### config.mk
export PLATFORM = sky130hd
export DESIGN_NAME = alu16_cla
export DESIGN_NICKNAME = d
export VERILOG_FILES = /design/src/rtl/alu16_cla.sv
export SDC_FILE = /design/constraint.sdc
export NUM_CORES = 1
export LEC_CHECK = 0
export ABC_AREA = 1
export BUFFER_PORTS_ARGS = -buffer_cell sky130_fd_sc_hd__buf_2
export CORE_UTILIZATION = 40
export DETAILED_ROUTE_END_ITERATION = 7
export PLACE_DENSITY = 0.62
export SLEW_MARGIN = 5
export SYNTH_ARGS = -nofsm -noshare
export SYNTH_HDL_FRONTEND = slang
export SYNTH_SLANG_ARGS = --single-unit
### constraint.sdc
create_clock -name vclk -period 8.1
set_input_delay 0.405 -clock vclk [all_inputs]
set_output_delay 0.405 -clock vclk [all_outputs]
set_load 0.02 [all_outputs]
### src/rtl/alu16_cla.sv
module alu16_cla (
  input  logic [15:0] op_a,
  input  logic [15:0] op_b,
  input  logic        carry_in,
  input  logic [2:0]  func_sel,
  output logic [15:0] result,
  output logic        carry_out,
  output logic        ovf
);
  localparam int NIB    = 4;
  localparam int SLICES = 4;
  localparam int LOWER  = SLICES - 1;

  localparam logic [2:0] FN_CLEAR = 3'd0;
  localparam logic [2:0] FN_BSUBA = 3'd1;
  localparam logic [2:0] FN_ASUBB = 3'd2;
  localparam logic [2:0] FN_ADD   = 3'd3;
  localparam logic [2:0] FN_XOR   = 3'd4;
  localparam logic [2:0] FN_OR    = 3'd5;
  localparam logic [2:0] FN_AND   = 3'd6;
  localparam logic [2:0] FN_SET   = 3'd7;

  logic              arith;
  logic [15:0]       xo, yo;
  logic [LOWER-1:0]  grp_p_n, grp_g_n;
  logic [LOWER-1:0]  grp_p, grp_g;
  logic [SLICES-1:0] nib_cin;

  assign arith = (func_sel == FN_BSUBA) || (func_sel == FN_ASUBB) || (func_sel == FN_ADD);
  assign xo    = (func_sel == FN_BSUBA) ? ~op_a : op_a;
  assign yo    = (func_sel == FN_ASUBB) ? ~op_b : op_b;

  function automatic logic [NIB-1:0] pick(input logic [2:0] fs, input logic [NIB-1:0] a,
                                          input logic [NIB-1:0] b, input logic [NIB-1:0] s);
    case (fs)
      FN_CLEAR: pick = '0;
      FN_XOR:   pick = a ^ b;
      FN_OR:    pick = a | b;
      FN_AND:   pick = a & b;
      FN_SET:   pick = '1;
      default:  pick = s;
    endcase
  endfunction

  assign grp_p = ~grp_p_n;
  assign grp_g = ~grp_g_n;

  assign nib_cin[0] = carry_in;
  assign nib_cin[1] = grp_g[0] | (grp_p[0] & carry_in);
  assign nib_cin[2] = grp_g[1] | (grp_p[1] & grp_g[0]) | (grp_p[1] & grp_p[0] & carry_in);
  assign nib_cin[3] = grp_g[2] | (grp_p[2] & grp_g[1]) | (grp_p[2] & grp_p[1] & grp_g[0])
                    | (grp_p[2] & grp_p[1] & grp_p[0] & carry_in);

  for (genvar k = 0; k < SLICES; k++) begin : g_slice
    logic [NIB-1:0] px, gx, sx;
    logic [NIB:0]   cr;

    assign px    = xo[k*NIB +: NIB] | yo[k*NIB +: NIB];
    assign gx    = xo[k*NIB +: NIB] & yo[k*NIB +: NIB];
    assign cr[0] = nib_cin[k];
    for (genvar i = 0; i < NIB; i++) begin : g_bit
      assign cr[i+1] = gx[i] | (px[i] & cr[i]);
      assign sx[i]   = xo[k*NIB+i] ^ yo[k*NIB+i] ^ cr[i];
    end

    assign result[k*NIB +: NIB] = pick(func_sel, op_a[k*NIB +: NIB], op_b[k*NIB +: NIB], sx);

    if (k < LOWER) begin : g_look
      logic gg;
      assign gg         = gx[3] | (px[3] & gx[2]) | (px[3] & px[2] & gx[1])
                        | (px[3] & px[2] & px[1] & gx[0]);
      assign grp_g_n[k] = ~(arith & gg);
      assign grp_p_n[k] = ~(arith & (&px));
    end else begin : g_ripple
      assign carry_out = arith & cr[NIB];
      assign ovf       = arith & (cr[NIB] ^ cr[NIB-1]);
    end
  end
endmodule


## After elaboration in Yosys (flattened, before gate mapping)

Index checks and enable logic that the tools add are counted.

- Bits in registers: 0
- Output and inout bits: 18

- Eq/ne operators: 7
- Mux-type cells: 6
- Bitwise operators: 136
- Reduce and logical (&&, ||, !) cells: 6

Operator list:

| cell | count |
|---|---|
| $pmux 4 s5 | 4 |
| $and 1x1->1 | 45 |
| $xor 1x1->1 | 33 |
| $and 4x4->4 | 8 |
| $mux 16 | 2 |
| $not 16->16 | 2 |
| $or 4x4->4 | 8 |
| $or 1x1->1 | 28 |
| $xor 4x4->4 | 4 |
| $eq 3x3->1 const B | 4 |
| $reduce_and 4->1 | 3 |
| $eq 3x2->1 const B | 2 |
| $not 1->1 | 6 |
| $not 3->3 | 2 |
| $eq 3x1->1 const B | 1 |
| $logic_not 3->1 | 1 |
| $logic_or 1x1->1 | 2 |

## Depth between registers and ports, before layout

- Depth in word-level cells: 24
- Mapped depth: 23

## Worst setup path after synthesis

No wires, ideal clock.

- Path type: input to output
- From: input port func_sel[2]
- To: output port result[15]
- Arrival time: 3.904 ns
- Path slack: 3.791 ns
- Cell stages on the path: 21
- Path buffers: 2
- Cell sequence: buf_4 > inv_2 > nand3_2 > buf_6 > xor2_1 > inv_1 > ha_1 > inv_1 > nor2_1 > nor2_1 > nand2_1 > nand3_1 > nand2_1 > fa_1 > inv_1 > fa_1 > inv_1 > fa_1 > inv_1 > fa_1 > o211ai_1

- Longest elaborated chain between the ends: 22
- Elaborated cells on any way between the ends: 78
- Classes of those cells: eq/ne: 7; mux: 3; bitwise: 62; reduce/logical: 6

RTL lines:

| what | line | RTL |
|---|---|---|
| from (decl) | 5 | `input logic [2:0] func_sel,` |
| $eq 3x1->1 / $eq 3x2->1 (equally long branches) | 29, 30, 31 |  |
| $mux 16, on equally long branches | 30, 31 |  |
| $or 4x4->4 / $and 4x4->4 (equally long branches) | 58, 59 |  |
| $and 1x1->1, on equally long branches | 70, 71 |  |
| $or 1x1->1, or another cell as far along | 70 | `assign gg = gx[3] \| (px[3] & gx[2]) \| (px[3] & px[2] & gx[1])` |
| $or 1x1->1 / $and 1x1->1 (equally long branches) | 70, 71 |  |
| $or 1x1->1 | 71 | `\| (px[3] & px[2] & px[1] & gx[0]);` |
| $and 1x1->1 | 72 | `assign grp_g_n[k] = ~(arith & gg);` |
| (+6 left out) | - |  |
| $and 1x1->1 | 62 | `assign cr[i+1] = gx[i] \| (px[i] & cr[i]);` |
| $or 1x1->1 | 62 |  |
| $and 1x1->1 | 62 |  |
| $or 1x1->1 | 62 |  |
| $and 1x1->1 | 62 |  |
| $or 1x1->1 | 62 |  |
| $xor 1x1->1 | 63 | `assign sx[i] = xo[k*NIB+i] ^ yo[k*NIB+i] ^ cr[i];` |
| $pmux 4 s5 (*) | 35 | `case (fs)` |
| to (decl) | 6 | `output logic [15:0] result,` |

Every way passes the cells marked *; elsewhere a longest branch is shown, timed or not.

## Worst setup path after layout

Ends and elaborated chain as after synthesis.

==> run metrics <==
area delta synth->final 13.1%; final net count 464; Arr. time, crit path 4.46 ns; Worst Path Buf+Inv 8; unrepaired setup endpoints after global routing false; slowest cell on the critical path xor2_1; Total GRT Usage 0.176; fraction of layout cells with a size suffix above 1 0.171; most frequent cells in the layout 78 x inv_1, 56 x ha_1, 54 x buf_2, 34 x xor2_1, 27 x nand2_1; yosys warns 0; end point of the critical path result[15]; Port Buffers 54; drt wl/cell 11.7 um; post-synth top area cell ha_1; Setup Fix Bufs, Post-CTS 0; max incr delay on CP 0.48 ns; post-route setup slack around 3.2 ns; cts repair resizes 0; Setup Crit Path Kind in -> out; CP Max Fanout 19; Initial Utilization 0.426; hold_buf cts 0; total number of vias approximately 2,000; overall die height between 70 and 80 um; die area 0.00592 mm2; Top Ports 54; startpoint type of the worst setup path input port; # clk buffers 0; Initial DRC Count 43; Hold WC Path Type in -> out; Final Max Tran Viols 0; sum of negative setup slack 0 ns; FFs & Latches 0; status completed; Pwr per Cell Area 69.6 mW/mm2; Fmax 205 MHz; Yosys cell types 23; vias per cell between 4 and 5; routability congestion estimate 0.797; most common cell after layout, fill and taps aside inv_1; area share of the leading cell type in the synthesized netlist 0.312; Post-Layout Cell Count 427; Levels on crit path 21; # placed instances approximately 430; Core Area 0.00527 mm2; Period minus WS final 4.87 ns; pre-CTS setup slack 3.21 ns; Total Wirelength 5010 um; delay-heaviest family, CP adder cells; first-pass GRT wire length 8690 um; CP most frequent cell inv_1; num rows 26; VDD IR max 0.0000301 V; diode count 0; Sequential Area 0 um2; Cells after Synth 313; Crit. End Element primary output; drt drc 0; DP HPWL 3800 um; sequential share of the synthesized area 0; Pre-Repair DR Iteration Count 4; final worst path period share 0.601; pin slew with the least headroom to its limit 0.916 ns; slew margin rel. 0.389; Die Wd 76.9 um; Hold Vio Cnt, Final 0; # setup viols final 0; Mapped Nets approximately 420; antenna violations before repair 0; Leak between 1 and 1.5 nW; Mapped Avg Cell Area between 7 and 8 um2; CP Launch Point func_sel[2]; max cap viols 0; synth top area cells ha_1 31%, xor2_1 13%, inv_1 13%, fa_1 12%, nand3_1 4.7%; post-route ant nets 0; GRT overflow 0; Crit path required time 7.70 ns; utilization after layout 0.482; vias in the first global route 1,896; largest net degree at the start of global routing 20; cells along the critical path buf_2, inv_2, nand3_2, xor2_1, inv_1, ha_1, inv_1, nor2_1, nor2_1, nand2_1, nand3_1, nand2_1, fa_1, inv_1, fa_1, inv_1, fa_1, inv_1, fa_1, o211ai_1, buf_2; Post-Synthesis Cell Area between 0.002 and 0.0025 mm2
synthesized netlist by cell type (all sizes together):
cell type  count
inv           79
ha            56
xor2          34
nand2         28
nand3         22
a21oi         18
o21ai         17
nor2          15
fa            13
nand3b        10
buf            9
o211ai         7
xnor2          2
clkbuf         1
nor3           1
o21bai         1
layer usage:
layer | track usage | vias to the layer above | wire (um)
met4 | 0 | 0 | 0
li1 | - | 1050 | -
met5 | 0 | - | 0
met3 | 0.00119 | 0 | 170
met1 | 0.249 | 864 | 2540
met2 | 0.314 | 48 | 2300
how the worst min path moves through the flow:
stage | start | slack (ns) | depth (start not counted) | endpoint
6_report | op_b[11] | 1.31 | 5 | result[11]
5_1_grt | op_b[3] | 1.35 | 5 | result[3]
4_1_cts | op_b[11] | 1.31 | 5 | result[11]
3_5_place_dp | op_b[11] | 1.30 | 5 | result[11]
3_3_place_gp | op_b[7] | 1.31 | 5 | result[7]
2_1_floorplan | op_b[0] | 1.17 | 3 | result[0]
power breakdown:
part	leakage (nW)	switching, mW	internal [mW]
combinational	1.45	0.109	0.0680
sequential	0	0	0
clock	0	0	0
total	1.45	0.109	0.0680
cell type report:
type / instances / area, um2
fill: 570 / 2730
inverter: 79 / 297
multi-input combinational: 224 / 1890
tap: 70 / 87.6
timing repair buffer: 54 / 270
cell families after synthesis:
group / share of synthesized area
fa+ha+maj: 0.428
compound gates: 0.105
simple gates: 0.167
buf+inv: 0.160
xor+xnor: 0.140
metrics by stage:
stage | area, um2 | hold slack [ns] | power [mW]
2_1_floorplan | 2250 | 1.17 | 0.127
3_3_place_gp | 2540 | 1.31 | 0.176
3_5_place_dp | 2540 | 1.30 | 0.178
4_1_cts | 2540 | 1.31 | 0.179
5_1_grt | 2540 | 1.35 | 0.204
6_report | 2540 | 1.31 | 0.177
Power figures use the tool's default switching activity.
